[src/rtl/sram_ctrl_pkg.sv]
package sram_ctrl_pkg;

  typedef enum logic [2:0] {
    ST_IDLE,
    ST_WSETUP,
    ST_WPULSE,
    ST_WRECOV,
    ST_RTURN,
    ST_RACCESS
  } state_e;

  function automatic int unsigned cycles_for(int unsigned t_ps, int unsigned clk_ps);
    int unsigned n;
    n = (t_ps + clk_ps - 1) / clk_ps;
    return (n == 0) ? 1 : n;
  endfunction

endpackage

[src/rtl/sram_wait_cnt.sv]
module sram_wait_cnt #(
  parameter int unsigned CNT_W = 4
) (
  input  logic             clk_i,
  input  logic             rst_ni,
  input  logic             load_i,
  input  logic [CNT_W-1:0] load_val_i,
  output logic             done_o
);

  logic [CNT_W-1:0] cnt_q;

  always_ff @(posedge clk_i or negedge rst_ni) begin
    if (!rst_ni)              cnt_q <= '0;
    else if (load_i)          cnt_q <= load_val_i;
    else if (cnt_q != '0)     cnt_q <= cnt_q - 1'b1;
  end

  assign done_o = (cnt_q == '0);

endmodule

[src/rtl/sram_lane_strobe.sv]
module sram_lane_strobe #(
  parameter int unsigned LANES = 4
) (
  input  logic             pulse_i,
  input  logic [LANES-1:0] be_i,
  output logic [LANES-1:0] we_n_o
);

  for (genvar g = 0; g < LANES; g++) begin : g_lane
    assign we_n_o[g] = ~(pulse_i & be_i[g]);
  end

endmodule

[src/rtl/sram_ctrl.sv]
module sram_ctrl
  import sram_ctrl_pkg::*;
#(
  parameter int unsigned ADDR_W        = 19,
  parameter int unsigned DATA_W        = 32,
  parameter int unsigned CLK_PERIOD_PS = 4000,
  parameter int unsigned T_AS_PS       = 0,
  parameter int unsigned T_WP_PS       = 17000,
  parameter int unsigned T_DW_PS       = 13000,
  parameter int unsigned T_WR_PS       = 8000,
  parameter int unsigned T_RD_PS       = 25000
) (
  input  logic                clk_i,
  input  logic                rst_ni,
  input  logic                req_valid_i,
  output logic                req_ready_o,
  input  logic                req_write_i,
  input  logic [ADDR_W-1:0]   req_addr_i,
  input  logic [DATA_W/8-1:0] req_be_i,
  input  logic [DATA_W-1:0]   req_wdata_i,
  output logic                rsp_valid_o,
  output logic [DATA_W-1:0]   rsp_rdata_o,
  output logic [ADDR_W-1:0]   sram_addr_o,
  output logic                sram_ce_n_o,
  output logic                sram_oe_n_o,
  output logic [DATA_W/8-1:0] sram_we_n_o,
  output logic [DATA_W-1:0]   sram_dq_o,
  output logic                sram_dq_oe_o,
  input  logic [DATA_W-1:0]   sram_dq_i
);

  localparam int unsigned LANES    = DATA_W / 8;
  localparam int unsigned T_WP_EFF = (T_WP_PS > T_DW_PS) ? T_WP_PS : T_DW_PS;
  localparam int unsigned N_AS     = cycles_for(T_AS_PS,  CLK_PERIOD_PS);
  localparam int unsigned N_WP     = cycles_for(T_WP_EFF, CLK_PERIOD_PS);
  localparam int unsigned N_WR     = cycles_for(T_WR_PS,  CLK_PERIOD_PS);
  localparam int unsigned N_RD     = cycles_for(T_RD_PS,  CLK_PERIOD_PS);
  localparam int unsigned MAX_A    = (N_AS > N_WP) ? N_AS : N_WP;
  localparam int unsigned MAX_B    = (N_WR > N_RD) ? N_WR : N_RD;
  localparam int unsigned MAX_N    = (MAX_A > MAX_B) ? MAX_A : MAX_B;
  localparam int unsigned CNT_W    = $clog2(MAX_N + 1);

  state_e              state_q, state_d;
  logic                cnt_load;
  logic [CNT_W-1:0]    cnt_val;
  logic                cnt_done;
  logic [ADDR_W-1:0]   addr_q;
  logic [LANES-1:0]    be_q;
  logic [DATA_W-1:0]   wdata_q;
  logic                rsp_valid_q;
  logic [DATA_W-1:0]   rdata_q;
  logic                accept;
  logic                capture;

  assign accept  = req_valid_i && (state_q == ST_IDLE);
  assign capture = (state_q == ST_RACCESS) && cnt_done;

  sram_wait_cnt #(.CNT_W(CNT_W)) u_cnt (
    .clk_i      (clk_i),
    .rst_ni     (rst_ni),
    .load_i     (cnt_load),
    .load_val_i (cnt_val),
    .done_o     (cnt_done)
  );

  always_comb begin
    state_d  = state_q;
    cnt_load = 1'b0;
    cnt_val  = '0;
    unique case (state_q)
      ST_IDLE: if (req_valid_i) begin
        cnt_load = 1'b1;
        if (req_write_i) begin
          state_d = ST_WSETUP;
          cnt_val = CNT_W'(N_AS - 1);
        end else begin
          state_d = ST_RTURN;
        end
      end
      ST_WSETUP: if (cnt_done) begin
        state_d  = ST_WPULSE;
        cnt_load = 1'b1;
        cnt_val  = CNT_W'(N_WP - 1);
      end
      ST_WPULSE: if (cnt_done) begin
        state_d  = ST_WRECOV;
        cnt_load = 1'b1;
        cnt_val  = CNT_W'(N_WR - 1);
      end
      ST_WRECOV: if (cnt_done) state_d = ST_IDLE;
      ST_RTURN: if (cnt_done) begin
        state_d  = ST_RACCESS;
        cnt_load = 1'b1;
        cnt_val  = CNT_W'(N_RD - 1);
      end
      ST_RACCESS: if (cnt_done) state_d = ST_IDLE;
      default: state_d = ST_IDLE;
    endcase
  end

  always_ff @(posedge clk_i or negedge rst_ni) begin
    if (!rst_ni) begin
      state_q     <= ST_IDLE;
      addr_q      <= '0;
      be_q        <= '0;
      wdata_q     <= '0;
      rsp_valid_q <= 1'b0;
      rdata_q     <= '0;
    end else begin
      state_q     <= state_d;
      rsp_valid_q <= capture;
      if (accept) begin
        addr_q  <= req_addr_i;
        be_q    <= req_write_i ? req_be_i : '0;
        wdata_q <= req_wdata_i;
      end
      if (capture) rdata_q <= sram_dq_i;
    end
  end

  sram_lane_strobe #(.LANES(LANES)) u_strobe (
    .pulse_i (state_q == ST_WPULSE),
    .be_i    (be_q),
    .we_n_o  (sram_we_n_o)
  );

  // CE stays low through recovery so every WE rise happens under a selected chip
  assign sram_ce_n_o  = (state_q == ST_IDLE);
  assign sram_oe_n_o  = (state_q != ST_RACCESS);
  assign sram_dq_oe_o = (state_q == ST_WSETUP) || (state_q == ST_WPULSE) ||
                        (state_q == ST_WRECOV);
  assign sram_addr_o  = addr_q;
  assign sram_dq_o    = wdata_q;
  assign req_ready_o  = (state_q == ST_IDLE);
  assign rsp_valid_o  = rsp_valid_q;
  assign rsp_rdata_o  = rdata_q;

  assert_we_under_ce_R4: assert property (@(posedge clk_i) disable iff (!rst_ni)
    (sram_we_n_o != '1) |-> (!sram_ce_n_o && sram_dq_oe_o));

  assert_oe_we_excl_R5: assert property (@(posedge clk_i) disable iff (!rst_ni)
    !(!sram_oe_n_o && (sram_we_n_o != '1)));

  assert_write_hold_R4: assert property (@(posedge clk_i) disable iff (!rst_ni)
    ((sram_we_n_o != '1) && $past(sram_we_n_o != '1)) |->
      ($stable(sram_addr_o) && $stable(sram_dq_o)));

  assert_bus_released_R6: assert property (@(posedge clk_i) disable iff (!rst_ni)
    $fell(sram_oe_n_o) |-> (!sram_dq_oe_o && !$past(sram_dq_oe_o)));

  assert_no_drive_in_read_R6: assert property (@(posedge clk_i) disable iff (!rst_ni)
    !sram_oe_n_o |-> !sram_dq_oe_o);

  assert_rsp_pulse_R7: assert property (@(posedge clk_i) disable iff (!rst_ni)
    rsp_valid_o |=> !rsp_valid_o);

  assert_rsp_after_oe_R7: assert property (@(posedge clk_i) disable iff (!rst_ni)
    rsp_valid_o |-> (sram_oe_n_o && !$past(sram_oe_n_o)));

  assert_idle_standby_R9: assert property (@(posedge clk_i) disable iff (!rst_ni)
    req_ready_o |-> (sram_ce_n_o && !sram_dq_oe_o && sram_oe_n_o));

endmodule

[config.mk]
export PLATFORM = sky130hd
export DESIGN_NAME = sram_ctrl
export DESIGN_NICKNAME = d
export VERILOG_FILES = /design/src/rtl/sram_ctrl_pkg.sv /design/src/rtl/sram_wait_cnt.sv /design/src/rtl/sram_lane_strobe.sv /design/src/rtl/sram_ctrl.sv
export SDC_FILE = /design/constraint.sdc
export NUM_CORES = 1
export LEC_CHECK = 0
export BUFFER_PORTS_ARGS = -buffer_cell sky130_fd_sc_hd__buf_2
export CAP_MARGIN = 20
export CORE_ASPECT_RATIO = 0.75
export CORE_MARGIN = 2
export CORE_UTILIZATION = 46
export CTS_CLUSTER_SIZE = 28
export DETAILED_ROUTE_END_ITERATION = 6
export PLACE_DENSITY = 0.82
export SYNTH_ARGS = -nofsm -noshare
export SYNTH_HDL_FRONTEND = slang
export SYNTH_SLANG_ARGS = --single-unit
[constraint.sdc]
create_clock -name clk_i -period 2.3 [get_ports clk_i]
set_input_delay 0.345 -clock clk_i [delete_from_list [all_inputs] [get_ports clk_i]]
set_output_delay 0.345 -clock clk_i [all_outputs]
set_load 0.05 [all_outputs]
======== Yosys cells after proc, flatten, opt, wreduce, memory -nomap -nowiden ========
Index checks and enable logic that the tools add are counted.
word-level totals
  flip-flop bits (word level) ............. 94
  latch bits .............................. 0
  bits in writable memories ............... 0
  ROM bits ................................ 0
  bits of input ports ..................... 91
  output and inout bits ................... 92
  logic and storage cells ................. 55
  memories ................................ 0
cells by class
  $add $sub $neg .......................... 1
  multiply operators ...................... 0
  divide/modulo/power cells ............... 0
  order comparisons ....................... 0
  equal/unequal tests ..................... 11
  shift operators ......................... 0
  multiplexer cells ....................... 17
  bitwise logic cells ..................... 8
  reduce and logical (&&, ||, !) cells .... 11
operator list
  operator                                                number
  2-to-1 mux 3 bit                                        10
  case mux 3 bit (5 select lines)                         1
  case mux 3 bit (3 select lines)                         1
  inequality test 2 bit (second input constant)           4
  == test 3 x 2 -> 1 bit (second input constant)          2
  == test 3 bit (second input constant)                   2
  zero test 3 bit                                         2
  AND reduction 5 bit                                     1
  bitwise AND 1 bit                                       4
  2-to-1 mux 4 bit                                        1
  inverter 1 bit                                          4
  == test 3 x 1 -> 1 bit (second input constant)          1
  2-to-1 mux 1 bit                                        3
  inequality test 3 bit (second input constant)           1
  nonzero test 3 bit                                      1
  OR reduction 3 bit                                      1
  subtractor 3 x 1 -> 3 bit (second input constant)       1
  logical AND 1 bit                                       2
  logical OR 1 bit                                        2
  inequality test 2 x 1 -> 1 bit (second input constant)  1
  case mux 1 bit (2 select lines)                         1
  nonzero test 2 bit                                      1
  OR reduction 2 bit                                      1

======== Longest topological paths before layout ========
Gate-level depths: netlist of the first run.
  depth after elaboration ................. 4
  gate-level depth with buffers ........... 7
  depth with buffers taken out ............ 5

======== Modules after synthesis ========
Synthesis of the first run repeated with hierarchy kept, for this count alone.
second synthesis, totals
  cells, all modules ...................... 253
  area total of the unflattened synthesis .. 3,737.3 um2
by module, submodules not included
  module            times used  cells an instance  area an instance (um2)  seq. area each (um2)
  sram_ctrl         1           228                3,522.1                 2,277.2
  sram_wait_cnt     1           21                 200.2                   75.1
  sram_lane_strobe  1           4                  15.0                    0.0

======== Worst setup path before layout of the first run ========
No wires, ideal clock.
  kind .................................... register to output
  start point ............................. register state_q[2]
  end point ............................... output sram_ce_n_o
  data arrival time ....................... 2,185 ps
  required time ........................... 1,955 ps
  path slack .............................. -230 ps
  stages on the path, launching flop included .. 5
  path buffers ............................ 3
  path through ............................ dfrtp_1 -> buf_2 -> buf_1 -> nor3_1 -> buf_4
between the ends
  longest elaborated chain between the ends .. 1
ends and longest elaborated chain
  item                      RTL line          source
  start: declaration        sram_ctrl.sv:43   state_e state_q, state_d;
  start signal: assignment  sram_ctrl.sv:110  state_q <= state_d;
  zero test 3 bit           -
  end: declaration          sram_ctrl.sv:24   output logic sram_ce_n_o,
Every way passes these cells.

======== Worst setup path in the final report of the first run ========
  start point ............................. register state_q[1]
  end point ............................... output sram_we_n_o[3]
between the ends
  longest elaborated chain between the ends .. 3
ends and longest elaborated chain
  item                    RTL line                source
  == test 3 x 2 -> 1 bit  sram_ctrl.sv:122        .pulse_i (state_q == ST_WPULSE),
  bitwise AND 1 bit       sram_lane_strobe.sv:10  assign we_n_o[g] = ~(pulse_i & be_i[g]);
  inverter 1 bit          sram_lane_strobe.sv:10
  end: declaration        sram_ctrl.sv:26         output logic [DATA_W/8-1:0] sram_we_n_o,
Every way passes these cells.

==> results of run 1 <==
==> worst max path at each step <==
stage	from	to	slack (ns)	depth (start not counted)
floorplan	state_q[2]	sram_ce_n_o	0.26	4
global placement	u_cnt.cnt_q[0]	rsp_rdata_o[14]	0.47	6
detailed placement	u_cnt.cnt_q[0]	rsp_rdata_o[9]	0.37	6
CTS	state_q[1]	sram_we_n_o[3]	0.02	4
global route	state_q[1]	sram_we_n_o[2]	0.06	4
finish	state_q[1]	sram_we_n_o[3]	0.13	4
==> cells in the mapped netlist (2+ instances only) <==
cell	count
dfrtp_1	94
mux2_2	61
mux2_1	22
inv_1	8
buf_6	7
o21ai_0	6
a21oi_1	5
nand2_1	5
buf_4	4
nand3_1	4
or3b_2	3
a211oi_1	2
buf_2	2
ha_1	2
nand3b_1	2
nor3_1	2
o21a_1	2
==> cells in the final DEF (no fill, tap or decap), drive strengths merged, types with 2 or more instances in the layout <==
cell type and instances:
mux2 83, buf 186, a21oi 5, o21ai 6, clkbuf 12, nor3 2, nor2 2, clkinv 2
nand3b 2, ha 2, dfrtp 94, nand2 5, inv 8, o21a 2, a211oi 2, or3b 3
nand3 4
==> critical path, delay by kind of cell, from the launching register on <==
family        cells  cell delay (ns)
buf+inv           2             0.47
flops             1             0.59
simple gates      2             0.42
==> per-layer routing <==
| metal | GRT usage, % | part of all wire [%] | vias to the layer above |
|---|---|---|---|
| li1 | - | - | 1256 |
| met1 | 22.5 | 41 | 1245 |
| met2 | 28.8 | 47 | 122 |
| met3 | 7.38 | 10 | 9 |
| met4 | 6.67 | 1.3 | 0 |
| met5 | 0 | 0 | - |
==> kinds of logic after synthesis <==
group | Yosys count | share of synthesized area [%]
compound gates | 22 | 3.72
xor+xnor | 2 | 0.461
fa+ha+maj | 2 | 0.658
buf+inv | 23 | 4.12
flops | 94 | 61.9
mux | 84 | 24.9
simple gates | 24 | 4.28
==> sequential cells by signal (all words and copies together) (netlist names) <==
name / cells
rsp_valid_o: 1
sram_addr_o: 19
sram_dq_o: 32
rsp_rdata_o: 32
state_q: 3
u_cnt.cnt_q: 3
be_q: 4
==> what timing repair did <==
item                       4_1_cts  5_1_grt
buffers inserted                 0        0
gates resized for setup          0        1
setup endpoints to repair        0        4
hold buffers                     1        0
hold endpoints to repair        41        0
==> final cells by class <==
cell class                 instances  area, um^2  share of cell area, %
tap                              105         131                   2.62
sequential                        94        2350                   46.9
multi-input combinational        134        1300                   25.9
timing repair buffer             187         991                   19.8
clock buffer                      12         155                   3.09
clock inverter                     4        55.1                   1.10
inverter                           8        30.0                  0.599
==> through the flow <==
step | hold WS (ns) | cells | instance area [um^2] | utilization [%]
after floorplan | 0.0494 | 251 | 3800 | -
after global placement | 0.348 | 527 | 4790 | 60.2
after detailed placement | 0.357 | 527 | 4790 | 60.2
after CTS | 0.192 | 544 | 5010 | 63.0
after global routing | 0.194 | 544 | 5020 | 63.1
final | 0.211 | 544 | 5020 | 63.1
==> impl_metrics.env, run 1 <==
export IMPL_syn_nets=344
export IMPL_drc_errors=0
export IMPL_status="finished, final reports clean"
export IMPL_synth_seq_cells=94
export IMPL_worstPathRequired_ns=1.96
export IMPL_clkLatencyLatePin_ns=0.35
export IMPL_min_path_type="in -> reg"
export IMPL_die_w_um=109
export IMPL_finClkSkew_ns=0.00679
export IMPL_die_y_um=82.7
export IMPL_place_worst_setup_slack_ns=0.371
export IMPL_dr_pass1_iters=4
export IMPL_synth_area_um2=3800
export IMPL_maxSlewHeadroom_pct=58.1
export IMPL_drive_gt1_share_pct=61.5
export IMPL_synth_flop_cell="dfrtp_1"
export IMPL_dpl_hpwl_mm=6.00
export IMPL_cts_sinks=94
export IMPL_cts_buffers_inserted=9
export IMPL_synth_warnings=0
export IMPL_min_delay_start="req_wdata_i[31]"
export IMPL_overflow=0
export IMPL_startpoint_type="flip-flop"
export IMPL_synthCells=251
export IMPL_rrSetupSlack_ns=0.36
export IMPL_max_freq_mhz=461
export IMPL_cpPeakStageDelay_ns=0.59
export IMPL_holdPathEnd="sram_dq_o[31]"
export IMPL_cp_end_kind="output port"
export IMPL_yosysTopAreaCellShare_pct=61.9
export IMPL_slew_viol_final=0
export IMPL_synth_edff_count=0
export IMPL_path_class="reg -> out"
export IMPL_start_util_pct=47.8
export IMPL_vias_per_cell=4.84
export IMPL_synth_seq_area_share_pct=61.9
export IMPL_finalCriticalPeriod_ns=2.17
export IMPL_num_antenna_cells=0
export IMPL_async_flop_share_pct=100
export IMPL_cts_clk_slew_worst_paths_ns=0.09
export IMPL_post_route_period_util_pct=94.3
export IMPL_fin_setup_tns_ns=0
export IMPL_setup_viol=0
export IMPL_antenna_found_initial=0
export IMPL_rr_worst_depth=6
export IMPL_crit_arrival_ns=1.82
export IMPL_reg2reg_from="u_cnt.cnt_q[0]"
export IMPL_drv_cap=0
export IMPL_fill_cells=618
export IMPL_grt_pass1_vias=2639
export IMPL_r2r_end="rsp_rdata_o[9]"
export IMPL_rows=28
export IMPL_synthTopCellsByArea="dfrtp_1, mux2_2, mux2_1, buf_6, o21ai_0"
export IMPL_crit_fanout=10
export IMPL_cp_slowest_cell="dfrtp_1"
export IMPL_hold_violations=0
export IMPL_wl_per_cell_um=14.8
export IMPL_grt_max_degree=54
export IMPL_path_cells="inv_1 -> nor3_2 -> nand2_1 -> buf_2"
export IMPL_vias=2632
export IMPL_clk_path_buf_depth=2
export IMPL_dieArea_um2=9010
export IMPL_tightest_slew_ns=0.629
export IMPL_hold_depth=2
export IMPL_finalWorstSetupSlack_ns=0.131
export IMPL_grt_use_total_pct=18.1
export IMPL_io_buffers=182
export IMPL_route_antenna_remaining_nets=0
export IMPL_gp_congestion=0.798
export IMPL_synth_area_per_cell_um2=15.1
export IMPL_first_iter_violations=149
export IMPL_grt_setup_unrepaired="no"
export IMPL_finalNetCount=527
export IMPL_yosysUniqueCellTypes=37
export IMPL_pin_count=183
export IMPL_cts_root_buf="clkbuf_8"
export IMPL_cts_tree="yes"
export IMPL_yosysTopAreaCell="dfrtp_1"
export IMPL_grt_pass1_wl_mm=12.5
export IMPL_htreeDepth=3
export IMPL_core_um2=7950
export IMPL_wl_mm=8.05
export IMPL_syn_to_final_growth_pct=32.0
Power of run 1 is not shown: default switching activity piles up to over one toggle a cycle in this logic, so the estimate is an artifact.
==> run 2, diff against run 1 <==
--- a/config.mk
+++ b/config.mk
@@ -12,7 +12,7 @@
 export CORE_UTILIZATION = 46
 export CTS_CLUSTER_SIZE = 28
 export DETAILED_ROUTE_END_ITERATION = 6
-export PLACE_DENSITY = 0.82
+export PLACE_DENSITY_LB_ADDON = 0.08
 export SYNTH_ARGS = -nofsm -noshare
 export SYNTH_HDL_FRONTEND = slang
 export SYNTH_SLANG_ARGS = --single-unit
==> run 2 against run 1 <==
Against the previous run:
- critical path type unchanged
- die area unchanged
- global-route usage shrank 0.68 points
- utilization is 0.22 points lower
==> impl_metrics.env, run 2 (same netlist as run 1, synthesis figures left out) <==
export IMPL_dr_pass1_iters=4
export IMPL_clk_path_buf_depth=2
export IMPL_finalNetCount=527
export IMPL_mostFrequentLayoutCells="buf_2, dfrtp_1, mux2_2"
export IMPL_grt_pass1_vias=2564
export IMPL_first_iter_violations=103
export IMPL_final_common_cell="buf_2"
export IMPL_drv_cap=0
export IMPL_core_um2=7950
export IMPL_tightest_slew_ns=0.635
export IMPL_grt_max_degree=62
export IMPL_drive_gt1_share_pct=61.5
export IMPL_dieArea_um2=9010
export IMPL_setup_viol=0
export IMPL_vias=2584
export IMPL_die_y_um=82.7
export IMPL_layoutNonFillerInstCount=544
export IMPL_cts_buffers_inserted=9
export IMPL_route_antenna_remaining_nets=0
export IMPL_rrSetupSlack_ns=0.34
export IMPL_dpl_hpwl_mm=5.85
export IMPL_post_cts_buffers=0
export IMPL_slew_viol_final=0
export IMPL_path_class="reg -> out"
export IMPL_antenna_found_initial=0
export IMPL_endpoint="sram_we_n_o[0]"
export IMPL_clkLatencyLatePin_ns=0.36
export IMPL_worstPathRequired_ns=1.96
export IMPL_cts_sinks=94
export IMPL_status="finished, final reports clean"
export IMPL_fill_cells=630
export IMPL_cts_tree="yes"
export IMPL_num_antenna_cells=0
export IMPL_overflow=0
export IMPL_crit_start="state_q[1]"
export IMPL_maxSlewHeadroom_pct=57.7
export IMPL_finalCriticalPeriod_ns=2.02
export IMPL_syn_to_final_growth_pct=31.5
export IMPL_min_path_type="in -> reg"
export IMPL_fin_setup_tns_ns=0
export IMPL_cts_clk_slew_worst_paths_ns=0.09
export IMPL_start_util_pct=47.8
export IMPL_grt_pass1_wl_mm=11.9
export IMPL_gp_congestion=0.756
export IMPL_finalInstanceArea_um2=5000
export IMPL_r2r_end="rsp_rdata_o[28]"
export IMPL_cts_root_buf="clkbuf_8"
export IMPL_grt_setup_unrepaired="no"
export IMPL_io_buffers=182
export IMPL_wl_mm=7.94
export IMPL_drc_errors=0
export IMPL_dpl_instance_area_um2=4790
export IMPL_crit_fanout=10
export IMPL_wl_per_cell_um=14.6
export IMPL_grt_use_total_pct=17.5
export IMPL_startpoint_type="flip-flop"
export IMPL_finClkSkew_ns=0.0109
export IMPL_reg2reg_from="u_cnt.cnt_q[0]"
export IMPL_vias_per_cell=4.75
export IMPL_crit_arrival_ns=1.67
export IMPL_pin_count=183
export IMPL_post_route_period_util_pct=87.7
export IMPL_final_util_pct=62.9
export IMPL_hold_violations=0
export IMPL_die_w_um=109
export IMPL_dp_cells=527
export IMPL_max_freq_mhz=496
export IMPL_rr_worst_depth=6
export IMPL_cp_end_kind="output port"
export IMPL_htreeDepth=3
export IMPL_rows=28
[run 2: worst min path at each step]
| stage | from | end | slack (ns) | cells after the start |
|---|---|---|---|---|
| 5_1_grt | req_wdata_i[31] | sram_dq_o[31] | 0.18 | 2 |
| 4_1_cts | req_wdata_i[31] | sram_dq_o[31] | 0.18 | 2 |
| 3_3_place_gp | rst_ni | rsp_rdata_o[12] | 0.31 | 1 |
| 6_report | req_wdata_i[31] | sram_dq_o[31] | 0.20 | 2 |
| 2_1_floorplan | rst_ni | be_q[0] | 0.05 | 0 |
| 3_5_place_dp | rst_ni | rsp_rdata_o[12] | 0.32 | 1 |
[run 2: worst max-delay path: stages (launching register included)]
cell and delay [ns]:
dfrtp_2 0.48, inv_1 0.18, nor3_2 0.32, nand2_1 0.11, buf_2 0.22
[run 2: area by class of cell]
| class | instances | area (um^2) | area share, % |
|---|---|---|---|
| well taps | 105 | 131 | 2.63 |
| flip-flops and latches | 94 | 2350 | 47.1 |
| multi-input cells | 134 | 1300 | 26.0 |
| repair buffers | 187 | 991 | 19.8 |
| clock buffers | 11 | 131 | 2.63 |
| inverters | 8 | 30.0 | 0.601 |
| clock inverters | 5 | 60.1 | 1.20 |
[run 2: stage by stage]
step	setup WS, ns	hold WS, ns
2_1_floorplan	0.262	0.0494
3_3_place_gp	0.419	0.314
3_5_place_dp	0.361	0.316
4_1_cts	0.130	0.178
5_1_grt	0.154	0.178
6_report	0.284	0.203
[run 2: repair_timing]
item | 4_1_cts | 5_1_grt
endpoints found under the hold margin | 30 | 0
resized for setup | 1 | 1
setup endpoints to repair | 3 | 3
hold buffers | 1 | 0
[run 2: routing by layer]
| metal | up-vias | wire length [um] | track usage (%) |
|---|---|---|---|
| met2 | 113 | 3620 | 27.3 |
| met4 | 0 | 74 | 5.00 |
| li1 | 1250 | - | - |
| met1 | 1214 | 3360 | 21.1 |
| met5 | - | 0 | 0 |
| met3 | 7 | 882 | 9.34 |
Power of run 2 is left out for the same reason.
==> run 3, diff against run 2 <==
==> constraint.sdc (replaced) <==
create_clock -name clk_i -period 2.3 [get_ports clk_i]
set_input_delay 0.115 -clock clk_i [delete_from_list [all_inputs] [get_ports clk_i]]
set_output_delay 0.115 -clock clk_i [all_outputs]
set_load 0.05 [all_outputs]
==> run 3 against run 2 <==
Against the previous run:
- clock skew is 0.00063 ns lower
- sequential cell count stayed put
- global-route usage is 2.8 points higher
- setup slack worse by 0.078 ns
- final cell count is 15% higher
- register-to-register slack better by 0.03 ns
- routed wire length is 17% higher
- utilization is 10 points higher
- non-clock buffer count is 83 higher
- via count is 14% higher
==> impl_metrics.env, run 3 (same netlist as run 1, synthesis figures left out) <==
export IMPL_power_frac_seq_pct=30.9
export IMPL_dr_pass1_iters=4
export IMPL_route_antenna_remaining_nets=0
export IMPL_clockPowerShare_pct=11.0
export IMPL_layoutNonFillerInstCount=626
export IMPL_dieArea_um2=9010
export IMPL_grt_pass1_wl_mm=13.9
export IMPL_die_w_um=109
export IMPL_gp_congestion=0.726
export IMPL_crit_fanout=10
export IMPL_switching_share_pct=51.5
export IMPL_die_y_um=82.7
export IMPL_slew_viol_final=0
export IMPL_switching_power_mw=4.90
export IMPL_met3_usage_pct=8.40
export IMPL_pin_count=183
export IMPL_cts_resized=0
export IMPL_crit_arrival_ns=1.98
export IMPL_met1_usage_pct=24.6
export IMPL_wl_per_cell_um=14.8
export IMPL_mostFrequentLayoutCells="buf_2, dfrtp_1, dlygate4sd3_1"
export IMPL_cp_end_kind="output port"
export IMPL_cts_root_buf="clkbuf_8"
export IMPL_wl_mm=9.26
export IMPL_clk_path_buf_depth=2
export IMPL_setup_viol=0
export IMPL_powerDensity_nw_per_um2=1640
export IMPL_fill_cells=541
export IMPL_gr_max_usage_layer="met2"
export IMPL_hold_violations=0
export IMPL_io_buffers=182
export IMPL_drv_cap=0
export IMPL_cts_tree="yes"
export IMPL_syn_to_final_growth_pct=53.1
export IMPL_dpl_hpwl_mm=5.71
export IMPL_dpl_instance_area_um2=4800
export IMPL_fin_setup_tns_ns=0
export IMPL_path_class="reg -> out"
export IMPL_ir_drop_mv=1.10
export IMPL_vias=2942
export IMPL_grt_pass1_vias=3009
export IMPL_worstPathRequired_ns=2.18
export IMPL_finalInstanceArea_um2=5820
export IMPL_grt_use_total_pct=20.3
export IMPL_finalNetCount=610
export IMPL_rows=28
export IMPL_p_leak_nw=2.77
export IMPL_final_util_pct=73.1
export IMPL_p_comb_share_pct=58.1
export IMPL_grt_max_degree=64
export IMPL_final_common_cell="buf_2"
export IMPL_core_um2=7950
export IMPL_max_freq_mhz=477
export IMPL_drive_gt1_share_pct=51.8
export IMPL_post_cts_buffers=0
export IMPL_finClkSkew_ns=0.0103
export IMPL_overflow=0
export IMPL_cts_hold_buffers=80
export IMPL_num_antenna_cells=0
export IMPL_grt_setup_unrepaired="no"
export IMPL_tightest_slew_ns=0.527
export IMPL_min_path_type="in -> reg"
export IMPL_vias_per_cell=4.70
export IMPL_startpoint_type="flip-flop"
export IMPL_cts_clk_slew_worst_paths_ns=0.10
export IMPL_htreeDepth=3
export IMPL_grtUsageMet2_pct=32.9
export IMPL_antenna_found_initial=0
export IMPL_dp_cells=528
export IMPL_first_iter_violations=103
export IMPL_drc_errors=0
export IMPL_cts_buffers_inserted=9
export IMPL_maxSlewHeadroom_pct=64.6
export IMPL_start_util_pct=47.8
export IMPL_finalCriticalPeriod_ns=2.09
export IMPL_p_int_mw=4.62
export IMPL_post_route_period_util_pct=91.1
export IMPL_status="finished, final reports clean"
export IMPL_clkLatencyLatePin_ns=0.34
export IMPL_cts_sinks=94
-- run 3: worst max-delay path, cell delays in order, from the launching register on --
cell	delay [ns]
dfrtp_1	0.58
inv_1	0.23
nor3_1	0.49
nand2_1	0.11
buf_2	0.23
-- run 3: area by class of cell --
type	count	area, um^2	area share, %
clock buffers	9	124	2.13
clock inverters	6	63.8	1.10
inverters	8	30.0	0.516
multi-input cells	134	1300	22.3
flip-flops and latches	94	2350	40.4
well taps	105	131	2.26
repair buffers	270	1820	31.3
-- run 3: per-stage QoR --
step	hold slack (ns)	power (mW)	setup slack, ns
finish	0.0199	9.53	0.206
global route	0.00282	10.0	0.0194
CTS	0.00278	9.57	0.181
detailed placement	0.0852	8.40	0.377
global placement	0.0839	8.30	0.441
floorplan	-0.181	7.20	0.274
-- run 3: final timing paths --
kind / start / to / depth (start not counted) / slack (ns)
min in group asynchronous: rst_ni / rsp_rdata_o[15] / 2 / 0.26
hold / removal: req_addr_i[12] / sram_addr_o[12] / 2 / 0.02
hold reg to reg: sram_dq_o[4] / sram_dq_o[4] / 1 / 0.49
setup reg to reg: u_cnt.cnt_q[0] / rsp_rdata_o[7] / 6 / 0.37
max in group asynchronous: rst_ni / sram_dq_o[18] / 3 / 1.39
setup / recovery: state_q[1] / sram_we_n_o[3] / 4 / 0.21
-- run 3: metal layers --
metal | part of all wire, % | vias to the layer above | routed length [um]
li1 | - | 1411 | -
met1 | 42 | 1392 | 3860
met2 | 47 | 124 | 4390
met3 | 9.3 | 15 | 864
met4 | 1.5 | 0 | 142
met5 | 0 | - | 0
-- run 3: power groups by stage --
stage	sequential, mW	combinational, mW	clock (mW)
6_report	2.94	5.54	1.05
5_1_grt	3.06	5.81	1.17
3_5_place_dp	2.96	5.44	0
3_3_place_gp	2.93	5.37	0
4_1_cts	2.93	5.55	1.09
2_1_floorplan	5.59	1.61	0
Power figures use the tool's default switching activity.
